<file path="src/rtl/atomarb_pkg.sv">
package atomarb_pkg;

   typedef enum logic {
      HOLD_FREE = 1'b0,
      HOLD_BUSY = 1'b1
   } hold_state_e;

endpackage

</file>
<file path="src/rtl/atomarb_pick.sv">
module atomarb_pick #(
   parameter int NUM_PORTS = 3,
   localparam int IDX_W = (NUM_PORTS > 1) ? $clog2(NUM_PORTS) : 1
) (
   input  logic [IDX_W-1:0]     start_idx,
   input  logic [NUM_PORTS-1:0] eligible,
   output logic [NUM_PORTS-1:0] gnt,
   output logic [IDX_W-1:0]     gnt_idx,
   output logic                 gnt_any
);

   localparam int SUM_W = IDX_W + 1;

   logic [SUM_W-1:0] pos;
   logic             found;

   always_comb begin
      gnt   = '0;
      found = 1'b0;
      pos   = '0;
      for (int k = 0; k < NUM_PORTS; k++) begin
         pos = {1'b0, start_idx} + SUM_W'(k);
         if (pos >= SUM_W'(NUM_PORTS)) begin
            pos = pos - SUM_W'(NUM_PORTS);
         end
         if (!found && eligible[pos[IDX_W-1:0]]) begin
            gnt[pos[IDX_W-1:0]] = 1'b1;
            found = 1'b1;
         end
      end
   end

   always_comb begin
      gnt_idx = '0;
      for (int k = 0; k < NUM_PORTS; k++) begin
         if (gnt[k]) begin
            gnt_idx = IDX_W'(k);
         end
      end
   end

   assign gnt_any = found;

endmodule

</file>
<file path="src/rtl/atomarb_state.sv">
module atomarb_state
   import atomarb_pkg::*;
#(
   parameter int NUM_PORTS = 3,
   localparam int IDX_W = (NUM_PORTS > 1) ? $clog2(NUM_PORTS) : 1
) (
   input  logic             clk,
   input  logic             rst_n,
   input  logic             gnt_any,
   input  logic [IDX_W-1:0] gnt_idx,
   input  logic             gnt_atomic,
   output logic             held,
   output logic [IDX_W-1:0] owner,
   output logic [IDX_W-1:0] next_start
);

   localparam logic [IDX_W-1:0] LAST_IDX = IDX_W'(NUM_PORTS - 1);

   hold_state_e      st_q;
   logic [IDX_W-1:0] owner_q;
   logic [IDX_W-1:0] start_q;

   always_ff @(posedge clk) begin
      if (!rst_n) begin
         st_q    <= HOLD_FREE;
         owner_q <= '0;
         start_q <= '0;
      end else if (gnt_any) begin
         start_q <= (gnt_idx == LAST_IDX) ? '0 : gnt_idx + 1'b1;
         if (gnt_atomic) begin
            st_q    <= HOLD_BUSY;
            owner_q <= gnt_idx;
         end else begin
            st_q    <= HOLD_FREE;
         end
      end
   end

   assign held       = (st_q == HOLD_BUSY);
   assign owner      = owner_q;
   assign next_start = start_q;

endmodule

</file>
<file path="src/rtl/atomarb_mem.sv">
module atomarb_mem #(
   parameter int ADDR_W = 4,
   parameter int DATA_W = 8,
   localparam int DEPTH = 1 << ADDR_W
) (
   input  logic              clk,
   input  logic              wr_en,
   input  logic              rd_en,
   input  logic [ADDR_W-1:0] addr,
   input  logic [DATA_W-1:0] wdata,
   output logic [DATA_W-1:0] rdata
);

   logic [DATA_W-1:0] cells [DEPTH];

   always_ff @(posedge clk) begin
      if (wr_en) begin
         cells[addr] <= wdata;
      end
      if (rd_en) begin
         rdata <= cells[addr];
      end
   end

endmodule

</file>
<file path="src/rtl/atomic_mem_arbiter.sv">
module atomic_mem_arbiter #(
   parameter int NUM_PORTS = 3,
   parameter int ADDR_W    = 4,
   parameter int DATA_W    = 8
) (
   input  logic                        clk,
   input  logic                        rst_n,
   input  logic [NUM_PORTS-1:0]        req_valid,
   output logic [NUM_PORTS-1:0]        req_ready,
   input  logic [NUM_PORTS-1:0]        req_write,
   input  logic [NUM_PORTS-1:0]        req_atomic,
   input  logic [NUM_PORTS*ADDR_W-1:0] req_addr,
   input  logic [NUM_PORTS*DATA_W-1:0] req_wdata,
   output logic [NUM_PORTS-1:0]        rd_valid,
   output logic [DATA_W-1:0]           rd_data
);

   localparam int IDX_W = (NUM_PORTS > 1) ? $clog2(NUM_PORTS) : 1;

   if (NUM_PORTS < 2) begin : g_bad_ports
      $error("atomic_mem_arbiter: NUM_PORTS must be at least 2");
   end
   if (ADDR_W < 1 || ADDR_W > 12) begin : g_bad_addr
      $error("atomic_mem_arbiter: ADDR_W must be 1..12");
   end
   if (DATA_W < 1) begin : g_bad_data
      $error("atomic_mem_arbiter: DATA_W must be positive");
   end

   logic                 lock_held;
   logic [IDX_W-1:0]     lock_owner;
   logic [IDX_W-1:0]     rr_start;
   logic [NUM_PORTS-1:0] owner_mask;
   logic [NUM_PORTS-1:0] eligible;
   logic [NUM_PORTS-1:0] gnt;
   logic [IDX_W-1:0]     gnt_idx;
   logic                 gnt_any;
   logic                 sel_write;
   logic                 sel_atomic;
   logic [ADDR_W-1:0]    sel_addr;
   logic [DATA_W-1:0]    sel_wdata;
   logic [NUM_PORTS-1:0] rd_valid_q;

   // While a hold is open only the owner is offered to the picker.
   assign owner_mask = NUM_PORTS'(1) << lock_owner;
   assign eligible   = lock_held ? (req_valid & owner_mask) : req_valid;

   atomarb_pick #(.NUM_PORTS(NUM_PORTS)) u_pick (
      .start_idx (rr_start),
      .eligible  (eligible),
      .gnt       (gnt),
      .gnt_idx   (gnt_idx),
      .gnt_any   (gnt_any)
   );

   // One-hot field select of the granted port.
   always_comb begin
      sel_write  = 1'b0;
      sel_atomic = 1'b0;
      sel_addr   = '0;
      sel_wdata  = '0;
      for (int p = 0; p < NUM_PORTS; p++) begin
         sel_write  = sel_write  | (gnt[p] & req_write[p]);
         sel_atomic = sel_atomic | (gnt[p] & req_atomic[p]);
         sel_addr   = sel_addr   | ({ADDR_W{gnt[p]}} & req_addr[p*ADDR_W +: ADDR_W]);
         sel_wdata  = sel_wdata  | ({DATA_W{gnt[p]}} & req_wdata[p*DATA_W +: DATA_W]);
      end
   end

   atomarb_state #(.NUM_PORTS(NUM_PORTS)) u_state (
      .clk        (clk),
      .rst_n      (rst_n),
      .gnt_any    (gnt_any),
      .gnt_idx    (gnt_idx),
      .gnt_atomic (sel_atomic),
      .held       (lock_held),
      .owner      (lock_owner),
      .next_start (rr_start)
   );

   atomarb_mem #(.ADDR_W(ADDR_W), .DATA_W(DATA_W)) u_mem (
      .clk   (clk),
      .wr_en (gnt_any & sel_write),
      .rd_en (gnt_any & ~sel_write),
      .addr  (sel_addr),
      .wdata (sel_wdata),
      .rdata (rd_data)
   );

   always_ff @(posedge clk) begin
      if (!rst_n) begin
         rd_valid_q <= '0;
      end else begin
         rd_valid_q <= gnt & ~req_write;
      end
   end

   assign req_ready = gnt;
   assign rd_valid  = rd_valid_q;

endmodule

</file>
<file path="config.mk">
export PLATFORM = sky130hd
export DESIGN_NAME = atomic_mem_arbiter
export DESIGN_NICKNAME = d
export VERILOG_FILES = /design/src/rtl/atomarb_pkg.sv /design/src/rtl/atomarb_pick.sv /design/src/rtl/atomarb_state.sv /design/src/rtl/atomarb_mem.sv /design/src/rtl/atomic_mem_arbiter.sv
export SDC_FILE = /design/constraint.sdc
export NUM_CORES = 1
export LEC_CHECK = 0
export BUFFER_PORTS_ARGS = -buffer_cell sky130_fd_sc_hd__buf_4
export CORE_ASPECT_RATIO = 1.1
export CORE_UTILIZATION = 59
export CTS_CLUSTER_DIAMETER = 60
export DETAILED_ROUTE_END_ITERATION = 10
export PLACE_DENSITY = 0.76
export SETUP_SLACK_MARGIN = 0.02
export SYNTH_ARGS = -nofsm -noshare
export SYNTH_HDL_FRONTEND = slang
export SYNTH_SLANG_ARGS = --single-unit
</file>
<file path="constraint.sdc">
create_clock -name clk -period 4.2 [get_ports clk]
set_clock_uncertainty 0.15 [all_clocks]
set_input_delay 0.21 -clock clk [delete_from_list [all_inputs] [get_ports clk]]
set_output_delay 0.21 -clock clk [all_outputs]
set_load 0.01 [all_outputs]
</file>
==> results of run 1 <==
==> area by class of cell <==
class                      instances  share of cell area
clock buffer                      17              0.0535
multi-input combinational        299               0.267
tap                              143              0.0225
timing repair buffer              97              0.0954
inverter                          15             0.00707
sequential                       144               0.533
clock inverter                    15              0.0217
==> layout by cell type (no fill, tap or decap), types with 5 or more instances in the layout <==
cell type / synthesis / final
a22oi_1: 9 / 9
nand2_1: 38 / 37
inv_8: 0 / 5
a31oi_1: 17 / 17
nand3_1: 6 / 6
o21ai_1: 6 / 6
dfxtp_1: 8 / 8
mux2i_1: 17 / 17
a21oi_1: 12 / 11
inv_1: 15 / 15
o31ai_1: 18 / 17
o22a_1: 8 / 8
a222oi_1: 9 / 9
o21ai_0: 13 / 13
dlygate4sd3_1: 0 / 6
o211ai_1: 9 / 9
a311oi_1: 17 / 17
nor2_1: 25 / 23
clkbuf_16: 0 / 17
edfxtp_1: 136 / 136
nand4_1: 16 / 16
a32o_1: 8 / 8
nor4_1: 18 / 17
buf_4: 2 / 89
==> sequential cells by signal, indices dropped and copies added, names as in the netlist <==
signal              cells
u_state.held            1
u_mem.rdata             8
u_state.owner           2
u_mem.cells           128
rd_valid                3
u_state.next_start      2
==> where the power goes <==
part	switching, mW	internal [mW]
Clock	0.626	0.895
Sequential	0.0780	2.23
Combinational	2.29	1.12
==> what timing repair did <==
item	CTS	global route
setup endpoints to repair	0	62
hold endpoints to repair	8	0
resized for setup	0	12
hold buffers	6	0
buffers inserted	0	0
==> logic make-up (layout without fill, tap and decap cells) <==
| kind of cell | count (synthesis) | count (layout) | synth area share |
|---|---|---|---|
| AO/OA/AOI/OAI | 156 | 156 | 0.186 |
| flip-flops | 144 | 144 | 0.650 |
| AND/OR/NAND/NOR | 121 | 121 | 0.0927 |
| buffers and inverters | 56 | 144 | 0.0366 |
| multiplexers | 17 | 17 | 0.0260 |
| adder cells (fa/ha/maj) | 5 | 5 | 0.00919 |
==> worst max-delay path, stage by stage, from the launching register on <==
cell,delay [ns]
dfxtp_1,0.38
inv_1,0.09
ha_1,0.46
inv_1,0.13
nand3_1,0.10
a211oi_2,0.10
o31a_1,0.34
or3_1,0.50
buf_4,0.24
a221o_2,0.47
or2_1,0.32
nor2_1,0.19
buf_4,0.21
==> routing by layer <==
layer | up-vias | GRT usage | share of wire
met5 | - | 0 | 0
met4 | 0 | 0.173 | 0.047
met3 | 66 | 0.0778 | 0.090
met2 | 316 | 0.511 | 0.50
met1 | 2399 | 0.397 | 0.37
li1 | 2192 | - | -
==> worst min path at each step <==
stage / start / end / slack (ns) / cells after the start
after floorplan: req_write[0] / rd_valid[0]$_SDFF_PN0_ / 0.14 / 1
after global placement: req_write[0] / rd_valid[0]$_SDFF_PN0_ / 0.24 / 2
after detailed placement: req_write[1] / rd_valid[1]$_SDFF_PN0_ / 0.24 / 2
after CTS: req_atomic[0] / u_state.owner[1]$_SDFFE_PN0P_ / 0.04 / 4
after global routing: req_atomic[0] / u_state.held$_SDFFE_PN0P_ / 0.11 / 4
final: req_atomic[0] / u_state.owner[1]$_SDFFE_PN0P_ / 0.08 / 4
==> load_flow_metrics.sql, run 1 <==
INSERT INTO impl_metrics (metric_group, metric, value, unit) VALUES
('synth', 'synth_fp_nets', '550', ''),
('sta', 'max-slew-margin-rel', '0.477', ''),
('critical_path', 'worstReg2RegEnd', 'u_mem.cells[1][0]$_DFFE_PP_', ''),
('synth', 'portion_of_the_post_synthesis_area_used_by_sequential_elements', '0.650', ''),
('die', 'die_height', '112', 'microns'),
('layout', 'regArea', '4240', 'sq um'),
('global_routing', 'largest_net_degree_at_the_start_of_global_routing', '34', ''),
('power_and_ir_drop', 'power_density', '909', 'nW/um^2'),
('layout', 'final_area', '7960', 'sq um'),
('clock_tree', 'cts.sinks', '144', ''),
('critical_path', 'crit_type', 'register to register', ''),
('clock_tree', 'cts_tree', 'yes', ''),
('die', 'chipWidth', '102', 'microns'),
('sta', 'timing.final.hold_violations', '0', ''),
('global_routing', 'antenna_found_initial', '0', ''),
('critical_path', 'critical_path.endpoint', 'u_mem.cells[1][0]$_DFFE_PP_', ''),
('synth', 'synth-seq-cells', '144', ''),
('detailed_routing', 'dr.pass1.iters', '6', ''),
('critical_path', 'worstPathRequired', '4.18', 'ns'),
('layout', 'num-nets-final', '625', ''),
('critical_path', 'start_kind', 'register', ''),
('clock_tree', 'cts-buffers-inserted', '17', ''),
('global_routing', 'via_count_of_the_first_global_routing_pass', '4901', ''),
('detailed_routing', 'number_of_vias_in_the_routed_layout', '4973', ''),
('die', 'floorplan.core_area', '10600', 'sq um'),
('clock_tree', 'cts_htree_levels', '4', ''),
('critical_path', 'timing.critical_path.from', 'u_state.next_start[0]$_SDFFE_PN0P_', ''),
('synth', 'number_of_enable_flip_flop_cells_after_synthesis', '136', ''),
('power_and_ir_drop', 'static-leakage-power', '2.81', 'nW'),
('placement', 'place_area', '7250', 'sq um'),
('placement', 'hpwl', '11200', 'microns'),
('die', 'placement_rows', '39', ''),
('synth', 'syn_avg_cell_area', '13.1', 'sq um'),
('detailed_routing', 'totalWireLength', '17300', 'microns'),
('die', 'start_util', '0.617', ''),
('clock_tree', 'clk-insertion-delay-late', '0.42', 'ns'),
('synth', 'leading_cell_type_by_number_of_instances_after_synthesis', 'edfxtp_1', ''),
('sta', 'unrepaired_setup_endpoints_after_global_routing', 'false', ''),
('synth', 'syn_inst', '499', ''),
('placement', 'globalplace.congestion', '0.922', ''),
('global_routing', 'grt_resource_usage_total', '0.319', ''),
('sta', 'fin_crit_sh', '0.949', ''),
('layout', 'num-fill-cells', '685', ''),
('run', 'timing.max_cap.violations', '0', ''),
('synth', 'area_of_the_mapped_netlist', '6530', 'sq um'),
('clock_tree', 'clk_path_buf_depth', '2', ''),
('layout', 'post_layout_nonfiller_instances', '730', ''),
('status', 'outcome', 'completed', ''),
('die', 'dieArea', '11500', 'sq um'),
('detailed_routing', 'via_per_inst', '6.81', ''),
('synth', 'synth_largest_area_cell', 'edfxtp_1', ''),
('critical_path', 'path_max_fanout', '13', ''),
('global_routing', 'grt_remaining_overflow', '0', ''),
('synth', 'synth_cell_type_count', '57', ''),
('layout', 'area_growth_from_synthesis_to_layout', '21.8', '%'),
('synth', 'yosys-top-cells-area', 'edfxtp_1 63%, mux2i_1 2.6%, dfxtp_1 2.5%, a311oi_1 2.3%, nand2_1 2.2%', ''),
('sta', 'timing.final.crit_period', '3.99', 'ns'),
('detailed_routing', 'post_route_drc', '0', ''),
('sta', 'worst-slew-pin-transition', '0.784', 'ns'),
('critical_path', 'worst_setup_path_end_kind', 'register', ''),
('layout', 'diode_insertion_count_for_antenna_repair', '0', ''),
('sta', 'maxSlewViolCount', '0', ''),
('detailed_routing', 'antenna_violating_nets_post_route', '0', ''),
('sta', 'final.hold.worst_slack', '0.0830', 'ns'),
('sta', 'achievable-frequency', '0.251', 'GHz'),
('layout', 'finish.utilization', '0.752', ''),
('sta', 'setup_viol', '0', ''),
('die', 'top_level_i_o_count', '61', ''),
('global_routing', 'first_pass_grt_wire_length', '26500', 'microns'),
('detailed_routing', 'wl_per_cell', '23.7', 'microns'),
('placement', 'dpl.cell_count', '692', '');
Note: power is estimated with default switching activity, not from simulation.
==> run 2, diff against run 1 <==
--- a/config.mk
+++ b/config.mk
@@ -7,10 +7,10 @@
 export LEC_CHECK = 0
 export BUFFER_PORTS_ARGS = -buffer_cell sky130_fd_sc_hd__buf_4
 export CORE_ASPECT_RATIO = 1.1
-export CORE_UTILIZATION = 59
+export CORE_UTILIZATION = 45
 export CTS_CLUSTER_DIAMETER = 60
 export DETAILED_ROUTE_END_ITERATION = 10
-export PLACE_DENSITY = 0.76
+export PLACE_DENSITY = 0.6
 export SETUP_SLACK_MARGIN = 0.02
 export SYNTH_ARGS = -nofsm -noshare
 export SYNTH_HDL_FRONTEND = slang
==> run 2 against run 1 <==
Net effect: hold slack got worse by 0.011 ns; highest routed layer unchanged; sequential cell count unchanged; critical path depth unchanged; sequential share of layout area decreased by 0.39 points; final cell count increased by 6.3%; final area increased by 0.74%; sequential power about the same; non-clock buffer count increased by 1; clock power increased by 11%; setup slack improved by 0.097 ns; maximum frequency increased by 2.5%; routed wire length decreased by 1.3%.
==> load_flow_metrics.sql, run 2 (synthesis results as in run 1) <==
INSERT INTO impl_metrics (metric_group, metric, value, unit) VALUES
('sta', 'achievable-frequency', '0.257', 'GHz'),
('clock_tree', 'clkTransAtPathRegs', '0.06', 'ns'),
('detailed_routing', 'post_route_drc', '0', ''),
('clock_tree', 'cts.sinks', '144', ''),
('detailed_routing', 'dr.pass1.iters', '9', ''),
('layout', 'largest_register_ff_count', '128', ''),
('sta', 'fin_crit_sh', '0.926', ''),
('global_routing', 'grt_resource_usage_total', '0.248', ''),
('clock_tree', 'cts_post_setup_buffers_inserted', '0', ''),
('detailed_routing', 'number_of_vias_in_the_routed_layout', '4756', ''),
('placement', 'hpwl', '11400', 'microns'),
('power_and_ir_drop', 'share_clk_of_total_power', '0.231', ''),
('status', 'outcome', 'completed', ''),
('detailed_routing', 'totalWireLength', '17100', 'microns'),
('sta', 'worst-slew-pin-transition', '0.789', 'ns'),
('global_routing', 'via_count_of_the_first_global_routing_pass', '4666', ''),
('power_and_ir_drop', 'internal-power', '4.43', 'mW'),
('critical_path', 'crit_path_cell_trace', 'inv_1 -> ha_1 -> buf_4 -> nand2_1 -> nor4_1 -> o31a_1 -> or3_1 -> a221o_1 -> buf_4 -> or2_1 -> nor2_1 -> buf_4', ''),
('die', 'chipWidth', '117', 'microns'),
('detailed_routing', 'via_per_inst', '6.13', ''),
('critical_path', 'worstPathRequired', '4.18', 'ns'),
('placement', 'globalplace.congestion', '0.852', ''),
('power_and_ir_drop', 'switchingPower', '2.87', 'mW'),
('layout', 'layout.cells.most_common', 'edfxtp_1', ''),
('sta', 'max-slew-margin-rel', '0.472', ''),
('layout', 'layout.cells.most_common_list', '136 x edfxtp_1, 94 x buf_4, 38 x nand2_1, 25 x nor2_1, 18 x nor4_1', ''),
('sta', 'maxSlewViolCount', '0', ''),
('layout', 'final_area', '8020', 'sq um'),
('clock_tree', 'clk_path_buf_depth', '2', ''),
('placement', 'place_area', '7310', 'sq um'),
('global_routing', 'antenna_found_initial', '0', ''),
('detailed_routing', 'wl_per_cell', '22.0', 'microns'),
('critical_path', 'start_kind', 'register', ''),
('min_path', 'hold_path_class', 'primary input to register', ''),
('layout', 'diode_insertion_count_for_antenna_repair', '0', ''),
('sta', 'unrepaired_setup_endpoints_after_global_routing', 'false', ''),
('critical_path', 'timing.critical_path.mode_cell', 'buf_4', ''),
('critical_path', 'timing.critical_path.slowest_cell_delay', '0.52', 'ns'),
('die', 'start_util', '0.468', ''),
('die', 'placement_rows', '45', ''),
('die', 'dieArea', '15000', 'sq um'),
('detailed_routing', 'antenna_violating_nets_post_route', '0', ''),
('global_routing', 'grt_remaining_overflow', '0', ''),
('sta', 'setup_viol', '0', ''),
('power_and_ir_drop', 'static-leakage-power', '2.83', 'nW'),
('critical_path', 'crit_type', 'register to register', ''),
('sta', 'timing.final.crit_period', '3.89', 'ns'),
('critical_path', 'timing.critical_path.buf_inv', '4', ''),
('clock_tree', 'cts-buffers-inserted', '17', ''),
('sta', 'timing.final.hold_violations', '0', ''),
('global_routing', 'largest_net_degree_at_the_start_of_global_routing', '34', ''),
('power_and_ir_drop', 'netSwitchingFraction', '0.393', ''),
('clock_tree', 'cts_htree_levels', '4', ''),
('global_routing', 'first_pass_grt_wire_length', '26300', 'microns'),
('die', 'floorplan.core_area', '14000', 'sq um'),
('power_and_ir_drop', 'ir_worst_vdd', '0.000424', 'V'),
('layout', 'max_flop_register', 'u_mem.cells', ''),
('critical_path', 'worst_setup_path_end_kind', 'register', ''),
('run', 'timing.max_cap.violations', '0', ''),
('clock_tree', 'cts_root_buf', 'clkbuf_16', ''),
('clock_tree', 'clk-insertion-delay-late', '0.43', 'ns'),
('clock_tree', 'cts_tree', 'yes', ''),
('power_and_ir_drop', 'share_seq_of_total_power', '0.315', ''),
('power_and_ir_drop', 'gate_power_share', '0.453', ''),
('critical_path', 'path_delay_family', 'simple AND/OR/NAND/NOR gates', ''),
('power_and_ir_drop', 'power_density', '911', 'nW/um^2'),
('layout', 'post_route_cells_drive_above_1_share', '0.238', ''),
('die', 'top_level_i_o_count', '61', ''),
('sta', 'finalSetupTns', '0', 'ns'),
('layout', 'num-nets-final', '626', ''),
('detailed_routing', 'drt-initial-drc-count', '415', ''),
('critical_path', 'path_max_fanout', '18', ''),
('layout', 'area_growth_from_synthesis_to_layout', '22.7', '%'),
('critical_path', 'cp_data_arrival_time', '3.87', 'ns'),
('placement', 'port_buffers', '60', ''),
('die', 'die_height', '128', 'microns'),
('critical_path', 'critical-path-slowest-cell', 'or3_1', '');
-- run 2: cell count changes in the layout (fill, tap and decap cells not counted), sizes merged --
cell | before | now
inv | 23 | 16
clkinv | 3 | 5
bufinv | 2 | 6
clkbuf | 17 | 18
buf | 91 | 94
dlygate4sd3 | 6 | 4
-- run 2: path summary, 6_finish.rpt --
| check | from | endpoint | slack [ns] | cells after the start |
|---|---|---|---|---|
| setup / recovery | u_state.next_start[0]$_SDFFE_PN0P_ | u_mem.cells[0][0]$_DFFE_PP_ | 0.31 | 12 |
| hold / removal | req_atomic[0] | u_state.owner[1]$_SDFFE_PN0P_ | 0.07 | 4 |
| setup reg to reg | u_state.next_start[0]$_SDFFE_PN0P_ | u_mem.cells[0][0]$_DFFE_PP_ | 0.31 | 12 |
| hold reg to reg | u_state.owner[0]$_SDFFE_PN0P_ | u_state.owner[0]$_SDFFE_PN0P_ | 0.44 | 2 |
-- run 2: power by group through the flow --
stage | clock network [mW] | logic (mW) | registers (mW)
after floorplan | 0 | 2.12 | 2.32
after global placement | 0 | 3.24 | 2.33
after detailed placement | 0 | 3.28 | 2.33
after CTS | 1.71 | 3.29 | 2.30
after global routing | 1.77 | 3.59 | 2.32
final | 1.69 | 3.31 | 2.30
-- run 2: worst reg2reg max path, cell delays in order, from the launching register on --
cell and delay, ns:
dfxtp_1 0.37, inv_1 0.08, ha_1 0.33, buf_4 0.17
nand2_1 0.13, nor4_1 0.09, o31a_1 0.37, or3_1 0.52
a221o_1 0.45, buf_4 0.24, or2_1 0.29, nor2_1 0.20
buf_4 0.20
-- run 2: cell type report --
cell class                      instances  area (sq um)
Tap cell                              188           235
Fill cell                            1176          5950
Inverter                               15          56.3
Clock buffer                           18           429
Multi-Input combinational cell        299          2070
Sequential cell                       144          4240
Clock inverter                         14           236
Timing Repair Buffer                   98           746
-- run 2: layer usage --
layer | up-vias | wire length [microns] | track usage | share of wire
met1 | 2372 | 7060 | 0.310 | 0.41
met3 | 37 | 873 | 0.0593 | 0.051
li1 | 2193 | - | - | -
met5 | - | 0 | 0 | 0
met4 | 0 | 427 | 0.107 | 0.025
met2 | 154 | 8710 | 0.410 | 0.51
-- run 2: per-stage QoR --
step	std cells	power (mW)	setup slack [ns]	hold slack, ns	util
detailed placement	740	5.61	0.369	0.248	0.524
global route	776	7.68	0.0547	0.107	0.574
CTS	776	7.30	0.319	0.0573	0.574
floorplan	499	4.44	0.605	0.136	-
finish	776	7.30	0.310	0.0723	0.574
global placement	740	5.57	0.371	0.240	0.524
-- run 2: repair_timing --
action,in CTS,in global routing
endpoints found under the setup margin,0,0
resized for setup,0,0
hold endpoints to repair,7,0
hold buffers,4,0
